<file path="config.mk">
export PLATFORM = sky130hd
export DESIGN_NAME = sprite_xor_blitter
export DESIGN_NICKNAME = d
export VERILOG_FILES = /design/src/rtl/blit_pkg.sv /design/src/rtl/blit_shifter.sv /design/src/rtl/blit_addr_gen.sv /design/src/rtl/blit_wait_flag.sv /design/src/rtl/sprite_xor_blitter.sv
export SDC_FILE = /design/constraint.sdc
export NUM_CORES = 1
export LEC_CHECK = 0
export BUFFER_PORTS_ARGS = -buffer_cell sky130_fd_sc_hd__buf_4
export CAP_MARGIN = 40
export CORE_ASPECT_RATIO = 1.1
export CORE_UTILIZATION = 40
export DETAILED_ROUTE_END_ITERATION = 16
export SLEW_MARGIN = 20
export SYNTH_ARGS = -nofsm -noshare
export SYNTH_HDL_FRONTEND = slang
export SYNTH_SLANG_ARGS = --single-unit
export TNS_END_PERCENT = 10
</file>
<file path="constraint.sdc">
create_clock -name clk -period 4 [get_ports clk]
set_input_delay 0.8 -clock clk [delete_from_list [all_inputs] [get_ports clk]]
set_output_delay 0.8 -clock clk [all_outputs]
set_load 0.02 [all_outputs]
</file>
<file path="src/rtl/blit_pkg.sv">
// Shared types for the sprite XOR blitter.
// Assumes nothing beyond IEEE 1800-2017 enums.
package blit_pkg;

    // Sequencer states: one memory access per busy state except the final one
    typedef enum logic [2:0] {
        ST_IDLE  = 3'd0,
        ST_FETCH = 3'd1,   // read sprite byte
        ST_RD_A  = 3'd2,   // capture sprite, read first screen byte
        ST_WR_A  = 3'd3,   // write first screen byte
        ST_RD_B  = 3'd4,   // read spill screen byte
        ST_WR_B  = 3'd5,   // write spill screen byte
        ST_FIN   = 3'd6    // done pulse
    } blit_state_e;

endpackage

</file>
<file path="src/rtl/blit_shifter.sv">
// Aligns one sprite byte to a pixel column.
// Produces the part for the covered byte and the part that spills into the
// next byte, plus a flag that says whether the spill byte must be touched.
// Assumes 8-pixel bytes with the leftmost pixel in bit 7.
module blit_shifter (
    input  logic [7:0] spr_byte,
    input  logic [2:0] bit_off,
    input  logic       last_col,
    output logic [7:0] part_a,
    output logic [7:0] part_b,
    output logic       spill
);
    logic [15:0] wide;

    // Shift the sprite across a 16-bit window and split it into two bytes
    always_comb begin
        wide   = {spr_byte, 8'h00} >> bit_off;
        part_a = wide[15:8];
        part_b = wide[7:0];
        spill  = (bit_off != 3'd0) && !last_col;
    end
endmodule

</file>
<file path="src/rtl/blit_addr_gen.sv">
// Forms the sprite source address and the two screen byte addresses of the
// current row. Assumes the row index stays on screen when it is used and
// that the spill byte is never past the row's last byte.
module blit_addr_gen #(
    parameter int ADDR_W = 16,
    parameter int BPR    = 8,
    parameter int YW     = 5,
    parameter int CW     = 3,
    parameter int RW     = 4
) (
    input  logic [ADDR_W-1:0] src_base,
    input  logic [ADDR_W-1:0] fb_base_q,
    input  logic [YW-1:0]     scr_row,
    input  logic [CW-1:0]     scr_col,
    input  logic [RW-1:0]     row_idx,
    output logic [ADDR_W-1:0] spr_addr,
    output logic [ADDR_W-1:0] addr_a,
    output logic [ADDR_W-1:0] addr_b
);
    // Combine bases with the row and column offsets
    always_comb begin
        spr_addr = src_base + ADDR_W'(row_idx);
        addr_a   = fb_base_q + ADDR_W'(scr_row) * ADDR_W'(BPR) + ADDR_W'(scr_col);
        addr_b   = addr_a + ADDR_W'(1);
    end
endmodule

</file>
<file path="src/rtl/blit_wait_flag.sv">
// Holds the blank-wait request: set by an accepted draw that asks for it,
// cleared by the timer tick. A set in the same cycle as a tick wins.
module blit_wait_flag (
    input  logic clk,
    input  logic rst_n,
    input  logic set_req,
    input  logic tick,
    output logic req
);
    // Set/clear register with set priority
    always_ff @(posedge clk) begin
        if (!rst_n)       req <= 1'b0;
        else if (set_req) req <= 1'b1;
        else if (tick)    req <= 1'b0;
    end
endmodule

</file>
<file path="src/rtl/sprite_xor_blitter.sv">
// Sprite XOR blitter: draws an 8-pixel-wide sprite of up to 2**ROWS_W-1 rows
// into a 1 bpp framebuffer in byte memory through a one-access-per-cycle port.
// Assumes SCR_W and SCR_H are powers of two with SCR_W a multiple of 8, and
// a memory whose read data arrives the cycle after the read strobe.
module sprite_xor_blitter #(
    parameter int ADDR_W = 16,
    parameter int REG_W  = 8,
    parameter int ROWS_W = 4,
    parameter int SCR_W  = 64,
    parameter int SCR_H  = 32
) (
    input  logic              clk,
    input  logic              rst_n,
    input  logic              start,
    input  logic [REG_W-1:0]  pos_x,
    input  logic [REG_W-1:0]  pos_y,
    input  logic [ROWS_W-1:0] rows,
    input  logic [ADDR_W-1:0] src_addr,
    input  logic [ADDR_W-1:0] fb_base,
    input  logic              wait_en,
    input  logic              vblank_tick,
    output logic              busy,
    output logic              done,
    output logic              collision,
    output logic              blank_wait_req,
    output logic [ADDR_W-1:0] mem_addr,
    output logic              mem_rd,
    output logic              mem_wr,
    output logic [7:0]        mem_wdata,
    input  logic [7:0]        mem_rdata
);
    import blit_pkg::*;

    localparam int BPR      = SCR_W / 8;
    localparam int XW       = $clog2(SCR_W);
    localparam int YW       = $clog2(SCR_H);
    localparam int CW       = (BPR > 1) ? $clog2(BPR) : 1;
    localparam int SUM_W    = ((YW > ROWS_W) ? YW : ROWS_W) + 1;
    localparam int FB_BYTES = BPR * SCR_H;

    blit_state_e       state;
    logic [XW-1:0]     x_r;
    logic [YW-1:0]     y_r;
    logic [ROWS_W-1:0] n_r;
    logic [ROWS_W-1:0] row_idx;
    logic [ADDR_W-1:0] src_r;
    logic [ADDR_W-1:0] base_r;
    logic [7:0]        spr_r;
    logic              coll_r;

    logic [SUM_W-1:0]  cur_row, next_row;
    logic [ROWS_W:0]   next_idx;
    logic              last_row;
    logic [CW-1:0]     col_byte;
    logic [7:0]        part_a, part_b;
    logic              spill;
    logic [ADDR_W-1:0] spr_addr, addr_a, addr_b;
    logic              accept;

    // Row bookkeeping: current screen row, next row, and end-of-draw test
    always_comb begin
        cur_row  = SUM_W'(y_r) + SUM_W'(row_idx);
        next_row = cur_row + SUM_W'(1);
        next_idx = {1'b0, row_idx} + 1'b1;
        last_row = (next_idx == {1'b0, n_r}) || (next_row >= SUM_W'(SCR_H));
        col_byte = CW'(x_r >> 3);
        accept   = (state == ST_IDLE) && start;
    end

    blit_shifter shift_i (
        .spr_byte (spr_r),
        .bit_off  (x_r[2:0]),
        .last_col (col_byte == CW'(BPR - 1)),
        .part_a   (part_a),
        .part_b   (part_b),
        .spill    (spill)
    );

    blit_addr_gen #(
        .ADDR_W (ADDR_W),
        .BPR    (BPR),
        .YW     (YW),
        .CW     (CW),
        .RW     (ROWS_W)
    ) addr_i (
        .src_base  (src_r),
        .fb_base_q (base_r),
        .scr_row   (cur_row[YW-1:0]),
        .scr_col   (col_byte),
        .row_idx   (row_idx),
        .spr_addr  (spr_addr),
        .addr_a    (addr_a),
        .addr_b    (addr_b)
    );

    blit_wait_flag wait_i (
        .clk     (clk),
        .rst_n   (rst_n),
        .set_req (accept && wait_en),
        .tick    (vblank_tick),
        .req     (blank_wait_req)
    );

    // Sequencer: capture the command, then walk rows through read-modify-write
    always_ff @(posedge clk) begin
        if (!rst_n) begin
            state   <= ST_IDLE;
            x_r     <= '0;
            y_r     <= '0;
            n_r     <= '0;
            row_idx <= '0;
            src_r   <= '0;
            base_r  <= '0;
            spr_r   <= '0;
            coll_r  <= 1'b0;
        end else begin
            case (state)
                ST_IDLE: if (start) begin
                    x_r     <= pos_x[XW-1:0];
                    y_r     <= pos_y[YW-1:0];
                    n_r     <= rows;
                    src_r   <= src_addr;
                    base_r  <= fb_base;
                    row_idx <= '0;
                    coll_r  <= 1'b0;
                    state   <= (rows == '0) ? ST_FIN : ST_FETCH;
                end
                ST_FETCH: state <= ST_RD_A;
                ST_RD_A: begin
                    spr_r <= mem_rdata;
                    state <= ST_WR_A;
                end
                ST_WR_A: begin
                    if ((mem_rdata & part_a) != 8'h00) coll_r <= 1'b1;
                    if (spill) begin
                        state <= ST_RD_B;
                    end else begin
                        row_idx <= next_idx[ROWS_W-1:0];
                        state   <= last_row ? ST_FIN : ST_FETCH;
                    end
                end
                ST_RD_B: state <= ST_WR_B;
                ST_WR_B: begin
                    if ((mem_rdata & part_b) != 8'h00) coll_r <= 1'b1;
                    row_idx <= next_idx[ROWS_W-1:0];
                    state   <= last_row ? ST_FIN : ST_FETCH;
                end
                ST_FIN:  state <= ST_IDLE;
                default: state <= ST_IDLE;
            endcase
        end
    end

    // Memory port and status decode from the state
    always_comb begin
        mem_rd    = (state == ST_FETCH) || (state == ST_RD_A) || (state == ST_RD_B);
        mem_wr    = (state == ST_WR_A) || (state == ST_WR_B);
        mem_wdata = mem_rdata ^ ((state == ST_WR_B) ? part_b : part_a);
        case (state)
            ST_FETCH:        mem_addr = spr_addr;
            ST_RD_A, ST_WR_A: mem_addr = addr_a;
            ST_RD_B, ST_WR_B: mem_addr = addr_b;
            default:         mem_addr = '0;
        endcase
        busy      = (state != ST_IDLE);
        done      = (state == ST_FIN);
        collision = coll_r;
    end

endmodule


</file>
# After elaboration in Yosys (flattened, before gate mapping)
# Cells that the tools add are included.
# word_totals
reg_bits	64
latch_bits	0
ramBits	0
mem_bits_ro	0
inputBits	65
elab_cells	71
n_memories	0
# op_classes
addsub	7
n_mul	0
n_div	0
n_lt_le_gt_ge	1
eq_ne	12
shifts	1
n_mux	16
bitwise_logic	3
reduce_logical	21
# op_table
cell	count
$pmux 16 s3	1
$pmux 3 s6	1
$add 16x1->16 const B	1
$add 16x3->16	1
$add 16x4->16	1
$add 16x8->16	1
$and 8x8->8	2
$reduce_bool 8->1	2
$shr 16x3->16	1
$eq 3x3->1 const B	4
$mux 3	4
$pmux 4 s3	1
$reduce_bool 3->1	3
$mux 4	2
$mux 8	1
$ne 2x2->1 const B	4
$xor 8x8->8	1
$add 5x4->6	1
$add 6x1->6 const B	1
$eq 3x2->1 const B	2
$ge 6x6->1 const B	1
$add 4x1->5 const B	1
$eq 5x4->1	1
$mux 1	5
other kinds (12)	18

# Depth between registers and ports, before layout
# Gate-level depths: netlist of the first run.
# depth
depth_word	7
mapped_depth	13
depth_no_buf	13

# Hierarchy
# A second synthesis of the first run with hierarchy kept.
# hier_totals
hier_cells	655
hier_area_um2	5176.2
# modules_own_cells
mod	instances	cells_each	area_per_inst_um2
sprite_xor_blitter	1	436	3528.4
blit_addr_gen	1	170	1271.2
blit_shifter	1	46	335.3
blit_wait_flag	1	3	41.3

# Worst setup path after synthesis of the first run
# Ideal clock, no wire load.
# synth_path
path_kind	register -> output
from	register row_idx[0]
to	output port mem_addr[12]
t_arrival_ns	3.476
t_required_ns	3.200
slack_ns	-0.276
path_stages_with_launch	14
path_buffers	0
cell_sequence	dfxtp_1 -> ha_1 -> fa_1 -> a21o_1 -> a21oi_1 -> xnor2_1 -> ha_1 -> a21o_1 -> o21a_1 -> a211oi_4 -> nand4_4 -> o41ai_2 -> a21oi_1 -> a311o_1
# synth_between
elab_chain_len	5
elab_cells_between_ends	6
classes_between	add/sub (5); mux (1)
# synth_lines
item	line	text
from (decl)	sprite_xor_blitter.sv:45	logic [ROWS_W-1:0] row_idx;
from (signal assigned)	sprite_xor_blitter.sv:138	row_idx <= next_idx[ROWS_W-1:0];
from (signal assigned)	sprite_xor_blitter.sv:145	row_idx <= next_idx[ROWS_W-1:0];
$add 5x4->6	sprite_xor_blitter.sv:62	cur_row = SUM_W'(y_r) + SUM_W'(row_idx);
$add 16x8->16	blit_addr_gen.sv:23	addr_a = fb_base_q + ADDR_W'(scr_row) * ADDR_W'(BPR) + ADDR_W'(scr_col);
$add 16x3->16	blit_addr_gen.sv:23	
$add 16x1->16	blit_addr_gen.sv:24	addr_b = addr_a + ADDR_W'(1);
$pmux 16 s3 *	sprite_xor_blitter.sv:159	case (state)
to (decl)	sprite_xor_blitter.sv:26	output logic [ADDR_W-1:0] mem_addr,
# Every way passes the cells marked *; elsewhere a longest branch is shown, timed or not.

# Worst setup path after layout of the first run
# layout_path
from	register y_r[0]
to	output port mem_addr[12]
# layout_between
elab_chain_len	5
# layout_lines
item	line	text
from (decl)	sprite_xor_blitter.sv:43	logic [YW-1:0] y_r;
from (signal assigned)	sprite_xor_blitter.sv:120	y_r <= pos_y[YW-1:0];
$add 5x4->6 *	sprite_xor_blitter.sv:62	
$add 16x8->16 *	blit_addr_gen.sv:23	
$add 16x3->16 *	blit_addr_gen.sv:23	
$add 16x1->16	blit_addr_gen.sv:24	
$pmux 16 s3 *	sprite_xor_blitter.sv:159	
# Marked as above.

==> results of run 1 <==
final timing paths:
kind | startpoint | endpoint | depth (start not counted)
hold / removal | src_r[0]$_SDFFE_PN0P_ | src_r[0]$_SDFFE_PN0P_ | 2
setup / recovery | y_r[0]$_SDFFE_PN0P_ | mem_addr[12] | 14
setup reg to reg | x_r[0]$_SDFFE_PN0P_ | collision$_SDFFE_PN0P_ | 5
hold reg to reg | src_r[0]$_SDFFE_PN0P_ | src_r[0]$_SDFFE_PN0P_ | 2
timing repair:
item | in CTS | in global routing
setup endpoints to repair | 10 | 11
setup buffers | 2 | 0
hold buffers | 0 | 0
pin swaps | 8 | 3
resized for setup | 13 | 9
hold endpoints to repair | 0 | 0
power groups by stage:
stage                     registers (W)  clock network [W]  logic (W)
after floorplan                0.000750                  0   0.000450
after global placement         0.000786                  0   0.000628
after CTS                      0.000776           0.000900   0.000657
after detailed placement       0.000787                  0   0.000638
final                          0.000777           0.000881   0.000670
after global routing           0.000788           0.000929   0.000739
registers in the layout, indices dropped and copies added, names as in the netlist:
name and cells:
base_r 16, collision 1, n_r 4, row_idx 4, spr_r 8, src_r 16, state 3, wait_i.req 1
x_r 6, y_r 5
cell families (layout without fill, tap and decap cells):
group	count (synthesis)	after routing	synth area share, %
XOR/XNOR	49	49	8.62
adder cells (fa/ha/maj)	25	25	6.74
flip-flops	64	64	25.7
multiplexers	24	24	5.71
AND/OR/NAND/NOR	253	253	24.1
AO/OA/AOI/OAI	169	169	25.3
buffers and inverters	49	159	3.77
stage by stage:
stage                     hold WS, ns  setup slack (ns)  std cells
after global placement          0.464            -0.254        877
after detailed placement        0.467            -0.287        878
after CTS                       0.475            -0.546        896
after floorplan                 0.447          0.000451        633
final                           0.470            -0.540        897
after global routing            0.496            -0.680        897
cells in the final DEF, fill, tap and decap left out, types with 3 or more instances in the layout:
cell type / count
o2111ai_1: 3
ha_1: 18
a21boi_0: 49
a222oi_1: 5
nand4_1: 8
nor4_1: 3
xnor2_1: 20
o211ai_1: 5
inv_1: 14
o21ai_0: 17
nor3_2: 3
nor2_1: 31
clkbuf_16: 9
a22oi_1: 8
o21ai_1: 4
o211a_1: 3
nand2b_1: 4
a21oi_2: 7
nor2b_1: 17
dfxtp_1: 63
mux2i_1: 16
and2_1: 4
nand2_1: 129
and3_1: 9
mux2_2: 5
a31oi_1: 4
buf_4: 126
ha_4: 3
a21oi_1: 20
nand3_1: 16
nor3b_1: 3
a21o_1: 6
and2_2: 3
mux4_2: 3
nor3_1: 11
xor2_1: 25
clkbuf_8: 3
a211oi_1: 6
metal layers:
metal  up-vias  routed length (um)  GRT usage (%)
met5         -                   0              0
met3        18                 534           5.09
met2        95                6700           36.4
met4         0                 253           7.26
li1       2457                   -              -
met1      2289                5970           26.0
cell type report:
cell class	count	area, sq um
Timing Repair Buffer	127	973
Clock buffer	14	274
Inverter	16	60.1
Multi-Input combinational cell	520	3660
Fill cell	1184	5590
Tap cell	154	193
Sequential cell	64	1280
Clock inverter	2	60.1
worst max-delay path, stage by stage (launching register included):
cell and delay [ns]:
dfxtp_1 0.32, ha_2 0.20, fa_2 0.34, a21o_1 0.17, a21oi_2 0.17, xnor2_2 0.19
ha_4 0.28, a21o_1 0.22, o21a_4 0.23, a211oi_4 0.29, nand4_4 0.18, o41ai_2 0.24
a21oi_1 0.11, a311o_1 0.29, buf_4 0.17
==> impl_metrics.toml, run 1 <==
[run_status]
status = "finished with violations"
violations = "setup timing"

[die]
core-area_sq_mm = 0.0121
io_pins = 95
die-area_sq_mm = 0.0129
start_util_pct = 41.2
die_width_um = 108
die_h_um = 119
fp-row-count = 42

[global_routing]
grt_pass1_wl_mm = 21.9
grt_max_degree = 64
antenna_found_initial = 0
grt_pass1_vias = 4651
globalRouteTotalUtil_pct = 21.4
gr-total-overflow = 0

[yosys]
synthFlopType = "dfxtp_1"
synth_top_area_cell = "dfxtp_1"
yosysSeqAreaShare_pct = 25.7
syn-num-nets = 723
yosysWarnings = 0
synth_area_sq_mm = 0.00498
synthTopCellsByArea = "dfxtp_1, nand2_1, a21boi_0, ha_1, xor2_1"
yosysTopAreaCellShare_pct = 25.7
postSynthAreaPerCell_sq_um = 7.86
ys_types = 71
post_synth_most_frequent_cells = "nand2_1, dfxtp_1, a21boi_0"
synth-async-reset-ratio_pct = 0
synth_edf_count = 0
ys_ff_latch = 64
syn_inst = 633
synth.most_common_cell = "nand2_1"

[detailed_routing]
vias_per_cell = 5.42
drc = 0
ant_nets = 0
wire_per_inst_um = 15.0
postRouteWirelength_mm = 13.5
vias = 4859
drt_iter0_drc = 199
dr.pass1.iters = 4

[clock_tree]
tritoncts = "built"
cts-buffers-inserted = 9
clock_sinks = 64
path_clk_slew_ns = 0.06
clockRootBuffer = "clkbuf_16"
htree_levels = 3
cts.path.max_buffers = 2
clkLatencyLatePin_ns = 0.34

[timing]
skew_ns = 0.0103
fmax_mhz = 220
hold_viol = 0
drv_slew = 0
min_period_over_period_pct = 114
setup-tns-final_ns = -4.10
finalWorstSetupSlack_ns = -0.540
setup-violations-final = 10
rsz0062_at_grt = "true"
post-route-min-period_ns = 4.54
tightest_slew_ns = 0.747
relSlewSlack_pct = 50.1

[placed_design]
place_congestion = 0.887
port_buffers = 89
dp_hpwl_mm = 10.1
placed_area_sq_mm = 0.00599

[final_layout]
antennaDiodeCount = 0
area_growth_pct = 30.6
fin_nets = 828
fin_area_sq_mm = 0.00650
drive_gt1_share_pct = 26.1
utilization_pct = 53.8

[pwr]
internal-power_w = 0.00160
power.density_mw_per_mm2 = 358
power.leakage_nw = 2.69
irDropWorstVdd_v = 0.000199
switching_power_w = 0.000734
comb_power_share_pct = 28.8
clkPwrFrac_pct = 37.8
p_seq_share_pct = 33.4
power_w = 0.00233
power.share.switching_pct = 31.5

[critical_path]
worstPathArrival_ns = 3.74
crit_required_ns = 3.20
cp-start-kind = "flop"
critPathKind = "reg2out"
r2r_setup_slack_ns = 1.50
crit_fanout = 6
end_kind = "output port"

[worst_hold_path]
holdCritPathClass = "reg2reg"

[run]
maxCapViolCount = 0
(Power assumes the default switching activity.)
==> run 2: changes to the inputs <==
--- a/config.mk
+++ b/config.mk
@@ -5,7 +5,7 @@
 export SDC_FILE = /design/constraint.sdc
 export NUM_CORES = 1
 export LEC_CHECK = 0
-export BUFFER_PORTS_ARGS = -buffer_cell sky130_fd_sc_hd__buf_4
+export BUFFER_PORTS_ARGS = -buffer_cell sky130_fd_sc_hd__buf_2
 export CAP_MARGIN = 40
 export CORE_ASPECT_RATIO = 1.1
 export CORE_UTILIZATION = 40
==> run 2 against run 1 <==
  * The run still ends with setup timing left
  * Via count increased by 0.54%
  * Largest cell class unchanged
  * Setup slack got worse by 0.037 ns
  * Cell area decreased by 2.9%
  * Total power decreased by 6.0%
  * Utilization decreased by 1.6 points
  * Sequential power about the same
  * Combinational power decreased by 4.2%
  * Highest routed layer unchanged
  * First-iteration DRC count increased by 17%
  * Sequential share of layout area increased by 0.59 points
==> impl_metrics.toml, run 2 (same netlist as run 1, synthesis figures left out) <==
[critical_path]
end_kind = "output port"
slowest_stage = "nor3_1"
cpMostUsedCell = "a21o_1"
r2r-end = "collision$_SDFFE_PN0P_"
crit_required_ns = 3.20
critPathKind = "reg2out"
cp-start-kind = "flop"
worstPathArrival_ns = 3.78
crit_fanout = 6
r2r_start = "x_r[0]$_SDFFE_PN0P_"
r2r_cells = 5
max_stage_delay_ns = 0.38
r2r_setup_slack_ns = 1.51
path_buf_inv = 1
crit_chain = "ha_2 -> fa_2 -> a21o_1 -> a21oi_2 -> xnor2_2 -> ha_4 -> a21o_1 -> o21a_4 -> a211oi_4 -> nand4_4 -> nor3_1 -> a311o_1 -> nand3_1 -> buf_2"
critPathTopFamily = "compound AO/OA/AOI/OAI gates"

[timing]
skew_ns = 0.00633
setup-violations-final = 10
relSlewSlack_pct = 49.4
drv_slew = 0
finalWorstSetupSlack_ns = -0.577
tightest_slew_ns = 0.758
hold_viol = 0
setup-tns-final_ns = -4.81
post-route-min-period_ns = 4.58
rsz0062_at_grt = "true"
fmax_mhz = 218
min_period_over_period_pct = 114
holdWs_ns = 0.470

[clock_tree]
clkLatencyLatePin_ns = 0.34
tritoncts = "built"
htree_levels = 3
path_clk_slew_ns = 0.05
cts_hold_buffers = 0
clockRootBuffer = "clkbuf_16"
clock_sinks = 64
cts.path.max_buffers = 2
cts-buffers-inserted = 9

[detailed_routing]
vias_per_cell = 5.42
dr.pass1.iters = 5
wire_per_inst_um = 15.0
drt_iter0_drc = 232
drc = 0
ant_nets = 0
postRouteWirelength_mm = 13.5
vias = 4885

[final_layout]
fin_nets = 834
mostFrequentLayoutCell = "nand2_1"
largest_registers = "base_r (16), src_r (16), spr_r (8)"
multi_input_area_sq_mm = 0.00369
antennaDiodeCount = 0
fillers = 1214
instances_no_fill = 902
regArea_sq_mm = 0.00128
final_cell_mix = "nand2_1, buf_2, dfxtp_1"
fin_area_sq_mm = 0.00631
drive_gt1_share_pct = 27.1
area_growth_pct = 26.8

[worst_hold_path]
min_path_cells = 2
min_to = "src_r[0]$_SDFFE_PN0P_"
hold_start = "src_r[0]$_SDFFE_PN0P_"
holdCritPathClass = "reg2reg"

[die]
die_width_um = 108
die_h_um = 119
fp-row-count = 42
io_pins = 95
start_util_pct = 41.2
die-area_sq_mm = 0.0129
core-area_sq_mm = 0.0121

[run_status]
violations = "setup timing"
status = "finished with violations"

[placed_design]
port_buffers = 89
place_congestion = 0.891
dp_hpwl_mm = 9.99
place_inst = 878
placed_area_sq_mm = 0.00577

[pwr]
switching_power_w = 0.000727
irDropWorstVdd_v = 0.000217
power_w = 0.00219
power.share.switching_pct = 33.2
power.leakage_nw = 2.65
power.density_mw_per_mm2 = 347
comb_power_share_pct = 29.3
internal-power_w = 0.00146
p_seq_share_pct = 35.6
clkPwrFrac_pct = 35.1

[global_routing]
antenna_found_initial = 0
globalRouteTotalUtil_pct = 21.9
grt_max_degree = 64
grt_pass1_vias = 4787
grt_pass1_wl_mm = 22.4
gr-total-overflow = 0

[run]
maxCapViolCount = 0
-- run 2: layout make-up --
cell class,count,share of cell area [%]
clock buffer,11,3.85
clock inverter,4,0.714
inverter,16,0.951
multi-input combinational,520,58.5
sequential,64,20.3
tap,154,3.05
timing repair buffer,133,12.6
-- run 2: metal layers --
metal	wire, um	global-route usage (%)	share of wire [%]
met1	6080	27.4	45
met2	6520	36.5	48
met3	556	4.49	4.1
met4	374	8.70	2.8
met5	0	0	0
-- run 2: worst max-delay path by stage --
stage,start,endpoint,cells after the start,slack (ns)
after floorplan,row_idx[0]$_SDFFE_PN0P_,mem_addr[12],13,0.0005
after global placement,y_r[0]$_SDFFE_PN0P_,mem_addr[12],14,-0.24
after detailed placement,y_r[0]$_SDFFE_PN0P_,mem_addr[14],14,-0.29
after CTS,y_r[0]$_SDFFE_PN0P_,mem_addr[12],13,-0.59
after global routing,y_r[0]$_SDFFE_PN0P_,mem_addr[14],14,-0.70
final,y_r[0]$_SDFFE_PN0P_,mem_addr[14],14,-0.58
-- run 2: metrics by stage --
step / setup slack, ns / utilization (%)
floorplan: 0.000451 / -
global placement: -0.244 / 47.7
detailed placement: -0.287 / 47.8
CTS: -0.590 / 51.1
global route: -0.705 / 52.2
finish: -0.577 / 52.2
-- run 2: repair_timing --
action,4_1_cts,5_1_grt
setup buffers,3,5
endpoints found under the hold margin,0,0
gates resized for setup,18,13
pin swaps,8,11
endpoints found under the setup margin,11,11
-- run 2: power by group through the flow --
stage                     logic (W)  clock network, W  registers [W]
after global placement     0.000593                 0       0.000785
after CTS                  0.000621          0.000781       0.000776
after global routing       0.000712          0.000811       0.000789
final                      0.000642          0.000768       0.000779
after floorplan            0.000450                 0       0.000750
after detailed placement   0.000605                 0       0.000788
-- run 2: tightest hold or removal path, delay by kind of cell (launching register included) --
family | cells | cell delay [ns]
compound gates | 1 | 0.06
flops | 1 | 0.31
simple gates | 1 | 0.05
